File: src/rtl/cache_pkg.sv
package cache_pkg;
    typedef enum logic [2:0] {
        ST_IDLE,
        ST_LOOKUP,
        ST_EVICT,
        ST_FILL,
        ST_WTHRU
    } cache_state_e;
endpackage

File: src/rtl/cache_way_match.sv
// Parallel tag compare over all ways of one set; lowest matching way wins.
module cache_way_match #(
    parameter int WAYS  = 2,
    parameter int TAG_W = 8,
    localparam int WAY_W = (WAYS > 1) ? $clog2(WAYS) : 1
) (
    input  logic [TAG_W-1:0] way_tags [WAYS],
    input  logic [WAYS-1:0]  way_valid,
    input  logic [TAG_W-1:0] look_tag,
    output logic             hit,
    output logic [WAY_W-1:0] hit_way
);
    logic [WAYS-1:0] match;

    for (genvar w = 0; w < WAYS; w++) begin : g_cmp
        assign match[w] = way_valid[w] && (way_tags[w] == look_tag);
    end

    always_comb begin
        hit_way = '0;
        for (int w = WAYS - 1; w >= 0; w--) begin
            if (match[w]) hit_way = WAY_W'(w);
        end
    end

    assign hit = |match;
endmodule

File: src/rtl/cache_victim_pick.sv
// Victim choice: lowest invalid way, else the set's replacement pointer.
module cache_victim_pick #(
    parameter int WAYS = 2,
    localparam int WAY_W = (WAYS > 1) ? $clog2(WAYS) : 1
) (
    input  logic [WAYS-1:0]  way_valid,
    input  logic [WAY_W-1:0] ptr,
    output logic [WAY_W-1:0] victim
);
    always_comb begin
        victim = ptr;
        for (int w = WAYS - 1; w >= 0; w--) begin
            if (!way_valid[w]) victim = WAY_W'(w);
        end
    end
endmodule

File: src/rtl/cache_ctrl.sv
// Blocking byte-access cache with parameterised geometry and write policy.
// SETS and BLOCK_BYTES must be powers of two of at least 2.
module cache_ctrl
    import cache_pkg::*;
#(
    parameter int ADDR_W      = 16,
    parameter int WAYS        = 2,
    parameter int SETS        = 16,
    parameter int BLOCK_BYTES = 4,
    parameter int WRITE_BACK  = 1,
    localparam int OFF_W = $clog2(BLOCK_BYTES),
    localparam int IDX_W = $clog2(SETS),
    localparam int TAG_W = ADDR_W - IDX_W - OFF_W,
    localparam int BLK_W = 8 * BLOCK_BYTES,
    localparam int WAY_W = (WAYS > 1) ? $clog2(WAYS) : 1
) (
    input  logic              clk,
    input  logic              rst_n,
    input  logic              req_valid,
    output logic              req_ready,
    input  logic              req_write,
    input  logic [ADDR_W-1:0] req_addr,
    input  logic [7:0]        req_wdata,
    output logic              resp_valid,
    output logic              resp_hit,
    output logic              resp_evict,
    output logic [7:0]        resp_rdata,
    output logic              mem_req,
    output logic              mem_write,
    output logic [ADDR_W-1:0] mem_addr,
    output logic [BLK_W-1:0]  mem_wdata,
    input  logic              mem_ack,
    input  logic [BLK_W-1:0]  mem_rdata
);
    localparam bit WB = (WRITE_BACK != 0);

    // storage
    logic [TAG_W-1:0] tag_q   [SETS][WAYS];
    logic [BLK_W-1:0] data_q  [SETS][WAYS];
    logic [WAYS-1:0]  valid_q [SETS];
    logic [WAYS-1:0]  dirty_q [SETS];
    logic [WAY_W-1:0] ptr_q   [SETS];

    // captured request and transaction flags
    cache_state_e      state_q, state_d;
    logic [ADDR_W-1:0] r_addr;
    logic              r_write;
    logic [7:0]        r_wdata;
    logic              r_missed, r_evict;
    logic [WAY_W-1:0]  r_way;

    // field split of the captured address
    logic [OFF_W-1:0] r_off;
    logic [IDX_W-1:0] r_idx;
    logic [TAG_W-1:0] r_tag;
    assign r_off = r_addr[OFF_W-1:0];
    assign r_idx = r_addr[OFF_W +: IDX_W];
    assign r_tag = r_addr[ADDR_W-1 -: TAG_W];

    // view of the selected set
    logic [TAG_W-1:0] set_tags [WAYS];
    logic [BLK_W-1:0] set_data [WAYS];
    always_comb begin
        for (int w = 0; w < WAYS; w++) begin
            set_tags[w] = tag_q[r_idx][w];
            set_data[w] = data_q[r_idx][w];
        end
    end

    logic             hit;
    logic [WAY_W-1:0] hit_way, victim, ptr_next;

    cache_way_match #(.WAYS(WAYS), .TAG_W(TAG_W)) u_match (
        .way_tags  (set_tags),
        .way_valid (valid_q[r_idx]),
        .look_tag  (r_tag),
        .hit       (hit),
        .hit_way   (hit_way)
    );

    cache_victim_pick #(.WAYS(WAYS)) u_victim (
        .way_valid (valid_q[r_idx]),
        .ptr       (ptr_q[r_idx]),
        .victim    (victim)
    );

    assign ptr_next = (hit_way == WAY_W'(WAYS - 1)) ? '0 : hit_way + 1'b1;

    logic accept, victim_dirty;
    assign accept       = (state_q == ST_IDLE) && req_valid;
    assign victim_dirty = WB && valid_q[r_idx][victim] && dirty_q[r_idx][victim];

    // state register
    always_ff @(posedge clk or negedge rst_n) begin
        if (!rst_n) state_q <= ST_IDLE;
        else        state_q <= state_d;
    end

    // next state
    always_comb begin
        state_d = state_q;
        unique case (state_q)
            ST_IDLE:   if (req_valid) state_d = ST_LOOKUP;
            ST_LOOKUP: begin
                if (hit)               state_d = (r_write && !WB) ? ST_WTHRU : ST_IDLE;
                else if (victim_dirty) state_d = ST_EVICT;
                else                   state_d = ST_FILL;
            end
            ST_EVICT:  if (mem_ack) state_d = ST_FILL;
            ST_FILL:   if (mem_ack) state_d = ST_LOOKUP;
            ST_WTHRU:  if (mem_ack) state_d = ST_IDLE;
            default:   state_d = ST_IDLE;
        endcase
    end

    // outputs
    always_comb begin
        req_ready  = 1'b0;
        resp_valid = 1'b0;
        mem_req    = 1'b0;
        mem_write  = 1'b0;
        mem_addr   = '0;
        mem_wdata  = set_data[r_way];
        unique case (state_q)
            ST_IDLE:   req_ready  = 1'b1;
            ST_LOOKUP: resp_valid = hit;
            ST_EVICT: begin
                mem_req   = 1'b1;
                mem_write = 1'b1;
                mem_addr  = {set_tags[r_way], r_idx, {OFF_W{1'b0}}};
            end
            ST_FILL: begin
                mem_req  = 1'b1;
                mem_addr = {r_tag, r_idx, {OFF_W{1'b0}}};
            end
            ST_WTHRU: begin
                mem_req   = 1'b1;
                mem_write = 1'b1;
                mem_addr  = {r_tag, r_idx, {OFF_W{1'b0}}};
            end
            default: ;
        endcase
    end

    assign resp_hit   = !r_missed;
    assign resp_evict = r_evict;
    assign resp_rdata = set_data[hit_way][{r_off, 3'b000} +: 8];

    // control state: request capture, valid/dirty bits, pointers
    always_ff @(posedge clk or negedge rst_n) begin
        if (!rst_n) begin
            r_addr   <= '0;
            r_write  <= 1'b0;
            r_wdata  <= '0;
            r_missed <= 1'b0;
            r_evict  <= 1'b0;
            r_way    <= '0;
            for (int s = 0; s < SETS; s++) begin
                valid_q[s] <= '0;
                dirty_q[s] <= '0;
                ptr_q[s]   <= '0;
            end
        end else begin
            if (accept) begin
                r_addr   <= req_addr;
                r_write  <= req_write;
                r_wdata  <= req_wdata;
                r_missed <= 1'b0;
                r_evict  <= 1'b0;
            end
            if (state_q == ST_LOOKUP) begin
                if (hit) begin
                    r_way        <= hit_way;
                    ptr_q[r_idx] <= ptr_next;
                    if (r_write && WB) dirty_q[r_idx][hit_way] <= 1'b1;
                end else begin
                    r_way    <= victim;
                    r_missed <= 1'b1;
                    r_evict  <= valid_q[r_idx][victim];
                end
            end
            if (state_q == ST_FILL && mem_ack) begin
                valid_q[r_idx][r_way] <= 1'b1;
                dirty_q[r_idx][r_way] <= 1'b0;
            end
        end
    end

    // tag and data arrays are not reset
    always_ff @(posedge clk) begin
        if (state_q == ST_LOOKUP && hit && r_write)
            data_q[r_idx][hit_way][{r_off, 3'b000} +: 8] <= r_wdata;
        if (state_q == ST_FILL && mem_ack) begin
            data_q[r_idx][r_way] <= mem_rdata;
            tag_q[r_idx][r_way]  <= r_tag;
        end
    end
endmodule

File: config.mk
export PLATFORM = sky130hd
export DESIGN_NAME = cache_ctrl
export DESIGN_NICKNAME = d
export VERILOG_FILES = /design/src/rtl/cache_pkg.sv /design/src/rtl/cache_way_match.sv /design/src/rtl/cache_victim_pick.sv /design/src/rtl/cache_ctrl.sv
export SDC_FILE = /design/constraint.sdc
export NUM_CORES = 2
export LEC_CHECK = 0
export BUFFER_PORTS_ARGS = -buffer_cell sky130_fd_sc_hd__buf_2
export CELL_PAD_IN_SITES_DETAIL_PLACEMENT = 1
export CELL_PAD_IN_SITES_GLOBAL_PLACEMENT = 2
export CORE_MARGIN = 5
export CORE_UTILIZATION = 33
export CTS_CLUSTER_DIAMETER = 50
export DETAILED_ROUTE_END_ITERATION = 16
export PLACE_DENSITY_LB_ADDON = 0.1
export SLEW_MARGIN = 10
export SYNTH_ARGS = -nofsm -noshare
export SYNTH_HDL_FRONTEND = slang
export SYNTH_SLANG_ARGS = --single-unit
File: constraint.sdc
create_clock -name clk -period 5.1 [get_ports clk]
set_clock_uncertainty 0.1 [all_clocks]
set_input_delay 0.51 -clock clk [delete_from_list [all_inputs] [get_ports clk]]
set_output_delay 0.51 -clock clk [all_outputs]
set_load 0.02 [all_outputs]
==> flow_metrics.py <==
metrics = {
    "run_status": {
        "outcome": "finished clean",
    },
    "grt": {
        "antenna_found_initial": 4,
        "grt_pass1_vias": 34600,
        "grt_overflow_total": 0,
        "grt_pass1_wl_um": 277000,
        "grt_max_degree": 127,
        "grt_usage_pct": 20.8,
    },
    "yosys": {
        "ys_seq_area_share_pct": 72.3,
        "synthXorXnorAreaFrac_pct": 0.397,
        "synth_compound_area_share_pct": 4.03,
        "synth-seq-cells": 1454,
        "synth_top_area_cell": "edfxtp_1",
        "synthDistinctLibCells": 67,
        "yosys_warnings": 0,
        "synthMuxAreaShare_pct": 17.6,
        "synthArstFlopShare_pct": 7.57,
        "synth_top_family_by_area": "multiplexers",
        "synthSimpleGateAreaFrac_pct": 3.47,
        "yosysMostFrequentCell": "edfxtp_1",
        "yosys.area.top_type_share_pct": 67.7,
        "synthTopCellsByArea": "edfxtp_1 (68%), mux4_2 (16%), dfrtp_1 (4.6%)",
        "synth_commonest_cells": "edfxtp_1 (1344), mux4_2 (420), nand2_1 (251)",
        "synthCells": 3124,
        "synth_area_um2": 59600,
        "dominantRegCellSynth": "edfxtp_1",
        "synth_edf_count": 1344,
        "avgSynthCellArea_um2": 19.1,
        "synthAdderAreaFrac_pct": 0.105,
    },
    "timing": {
        "finalMaxSlewViolations": 0,
        "worst_slew_pin_slew_ns": 1.23,
        "fin_crit_ns": 4.97,
        "post-route-period-util_pct": 97.4,
        "finalSetupViolations": 0,
        "timing.final.ws_setup_ns": 0.133,
        "clock.fmax_ghz": 0.201,
        "hold_viol": 0,
        "slew_headroom_pct": 17.3,
    },
    "pwr": {
        "power_density_nw_per_um2": 619,
        "pwr-share-clk_pct": 27.8,
        "power.internal_mw": 28.4,
        "fin_total_pwr_mw": 44.4,
        "pwr-share-comb_pct": 37.3,
        "switching_share_pct": 36.0,
        "power_frac_seq_pct": 34.8,
        "power.leakage_nw": 24.0,
        "p_sw_mw": 16.0,
        "vdd_drop_max_uv": 405,
    },
    "detailed_routing": {
        "drt-initial-drc-count": 2670,
        "vias_per_cell": 5.30,
        "vias": 32500,
        "wl_per_cell_um": 32.5,
        "ant_nets": 0,
        "drc_errors": 0,
        "wirelength_um": 199000,
        "firstDrtPassIters": 5,
    },
    "critical_path": {
        "slowest_stage": "mux4_2",
        "path_cells": "buf_12, buf_12, buf_12, mux4_2, mux4_2, o311a_4, nor4b_4, buf_4, a21oi_4, buf_12, mux2_2, buf_2",
        "timing.critical_path.mode_cell": "buf_12",
        "critPathMaxStageDelay_ns": 0.59,
        "crit_fanout": 13,
        "cp-start-kind": "register",
        "end_kind": "primary output",
        "worst_ep_required_time_ns": 4.49,
        "arrival_ns": 4.36,
        "path_class": "reg -> out",
    },
    "layout": {
        "final_nets": 3673,
        "drive_above_1_share_pct": 34.6,
        "syn_to_final_growth_pct": 20.4,
    },
    "floorplanning": {
        "die_area_um2": 189000,
        "num_rows": 156,
        "ios": 123,
        "die_w_um": 435,
        "start_util_pct": 33.1,
        "core_um2": 180000,
        "die_h_um": 435,
    },
    "clocking": {
        "clockBufferDepth": 3,
        "clkLatencyLatePin_ns": 0.83,
        "cts_tree": "yes",
        "htreeDepth": 4,
        "cts_buffers": 175,
        "cts.sinks": 1454,
        "cts_root_buf": "clkbuf_16",
        "path_clk_slew_ns": 0.06,
    },
    "placement": {
        "place.gp.congestion": 0.806,
        "numPortBuffers": 120,
        "post-place-ws_ns": 0.357,
        "hpwl_um": 131000,
    },
    "run": {
        "drv_cap": 0,
    },
    "min_path": {
        "hold_class": "in -> reg",
    },
}
[metrics by stage]
stage / util [%] / setup TNS [ns] / hold slack, ns / cells / instance area, µm²
5_1_grt: 39.8 / -0.0286 / 0.115 / 6123 / 71800
3_3_place_gp: 36.0 / 0 / 0.346 / 5735 / 64900
6_report: 39.8 / 0 / 0.140 / 6127 / 71800
3_5_place_dp: 36.0 / 0 / 0.352 / 5735 / 64900
2_1_floorplan: - / 0 / 0.114 / 3125 / 59600
4_1_cts: 39.6 / 0 / 0.0656 / 6096 / 71300
[kinds of logic after synthesis]
family,Yosys count
other,1
DFF,1454
xor gates and xnor gates,27
AOI/OAI and AO/OA,396
muxes,520
buffers and inverters,264
adders and majority gates,5
and+or+nand+nor,457
[power groups by stage]
stage | logic (mW) | clock network (mW) | registers (mW)
floorplan | 9.16 | 0 | 15.5
global placement | 15.8 | 0 | 15.8
detailed placement | 15.9 | 0 | 15.8
CTS | 16.5 | 12.7 | 15.5
global route | 17.4 | 13.3 | 15.5
finish | 16.6 | 12.4 | 15.5
[state kept, by name, indices dropped and copies added (netlist names)]
| signal | cells |
|---|---|
| state_q | 2 |
| resp_evict | 1 |
| valid_q | 32 |
| data_q | 1024 |
| dirty_q | 32 |
| r_missed | 1 |
| ptr_q | 16 |
| r_write | 1 |
| r_addr | 16 |
| r_way | 1 |
| r_wdata | 8 |
| tag_q | 320 |
[repair_timing]
action	CTS	global route
pin swaps	2	7
cloned	4	4
setup buffers	6	23
resized for setup	30	28
hold endpoints to repair	97	0
hold buffers	28	0
setup endpoints to repair	9	9
[path summary, 6_finish.rpt]
| path | to | slack (ns) | cells past startpoint | from |
|---|---|---|---|---|
| worst max-delay path | resp_rdata[4] | 0.13 | 12 | r_addr[2]$_DFFE_PN0P_ |
| worst min-delay path | data_q[9][49]$_DFFE_PP_ | 0.14 | 4 | mem_rdata[17] |
| worst max register to register | data_q[1][30]$_DFFE_PP_ | 0.63 | 13 | r_addr[2]$_DFFE_PN0P_ |
| worst min register to register | valid_q[3]$_DFFE_PN0P_ | 0.36 | 1 | valid_q[3]$_DFFE_PN0P_ |
| max in group asynchronous | r_addr[3]$_DFFE_PN0P_ | 3.47 | 3 | rst_n |
| min in group asynchronous | dirty_q[23]$_DFF_PN0_ | 0.21 | 2 | rst_n |
[per-layer routing]
metal | wire, µm | GRT usage, % | part of all wire (%) | vias up
met5 | 0 | 0 | 0 | -
met4 | 6960 | 7.00 | 3.5 | 0
met3 | 7690 | 2.86 | 3.9 | 282
met2 | 100000 | 35.6 | 50 | 750
met1 | 84000 | 27.3 | 42 | 17700
li1 | - | - | - | 13700
[worst max-delay path: cells and delay by family, from the launching register on]
kind	cells	cell delay, ns
AOI/OAI and AO/OA	2	0.39
buffers and inverters	6	0.99
DFF	1	0.47
and+or+nand+nor	1	0.14
muxes	3	1.51
[layout by cell type (no fill, tap or decap), types with 29 or more instances in the layout]
| cell | Yosys | layout |
|---|---|---|
| o21ai_0 | 90 | 84 |
| clkinv_1 | 3 | 37 |
| edfxtp_1 | 1344 | 1344 |
| a21oi_1 | 171 | 171 |
| buf_2 | 55 | 119 |
| mux2_2 | 29 | 29 |
| inv_1 | 40 | 39 |
| nand2_1 | 251 | 251 |
| nor2_1 | 75 | 72 |
| or2_2 | 32 | 32 |
| mux2i_1 | 71 | 56 |
| clkbuf_16 | 0 | 181 |
| mux4_2 | 420 | 420 |
| buf_4 | 9 | 342 |
| dfrtp_1 | 110 | 105 |
[area by class of cell]
class | count | area (µm²)
antenna | 4 | 10.0
clock buffer | 205 | 4540
clock inverter | 118 | 1260
fill | 17300 | 108000
inverter | 44 | 165
multi-input combinational | 1408 | 15500
sequential | 1454 | 43100
tap | 2370 | 2970
timing repair buffer | 524 | 4190
(Power assumes the default switching activity.)
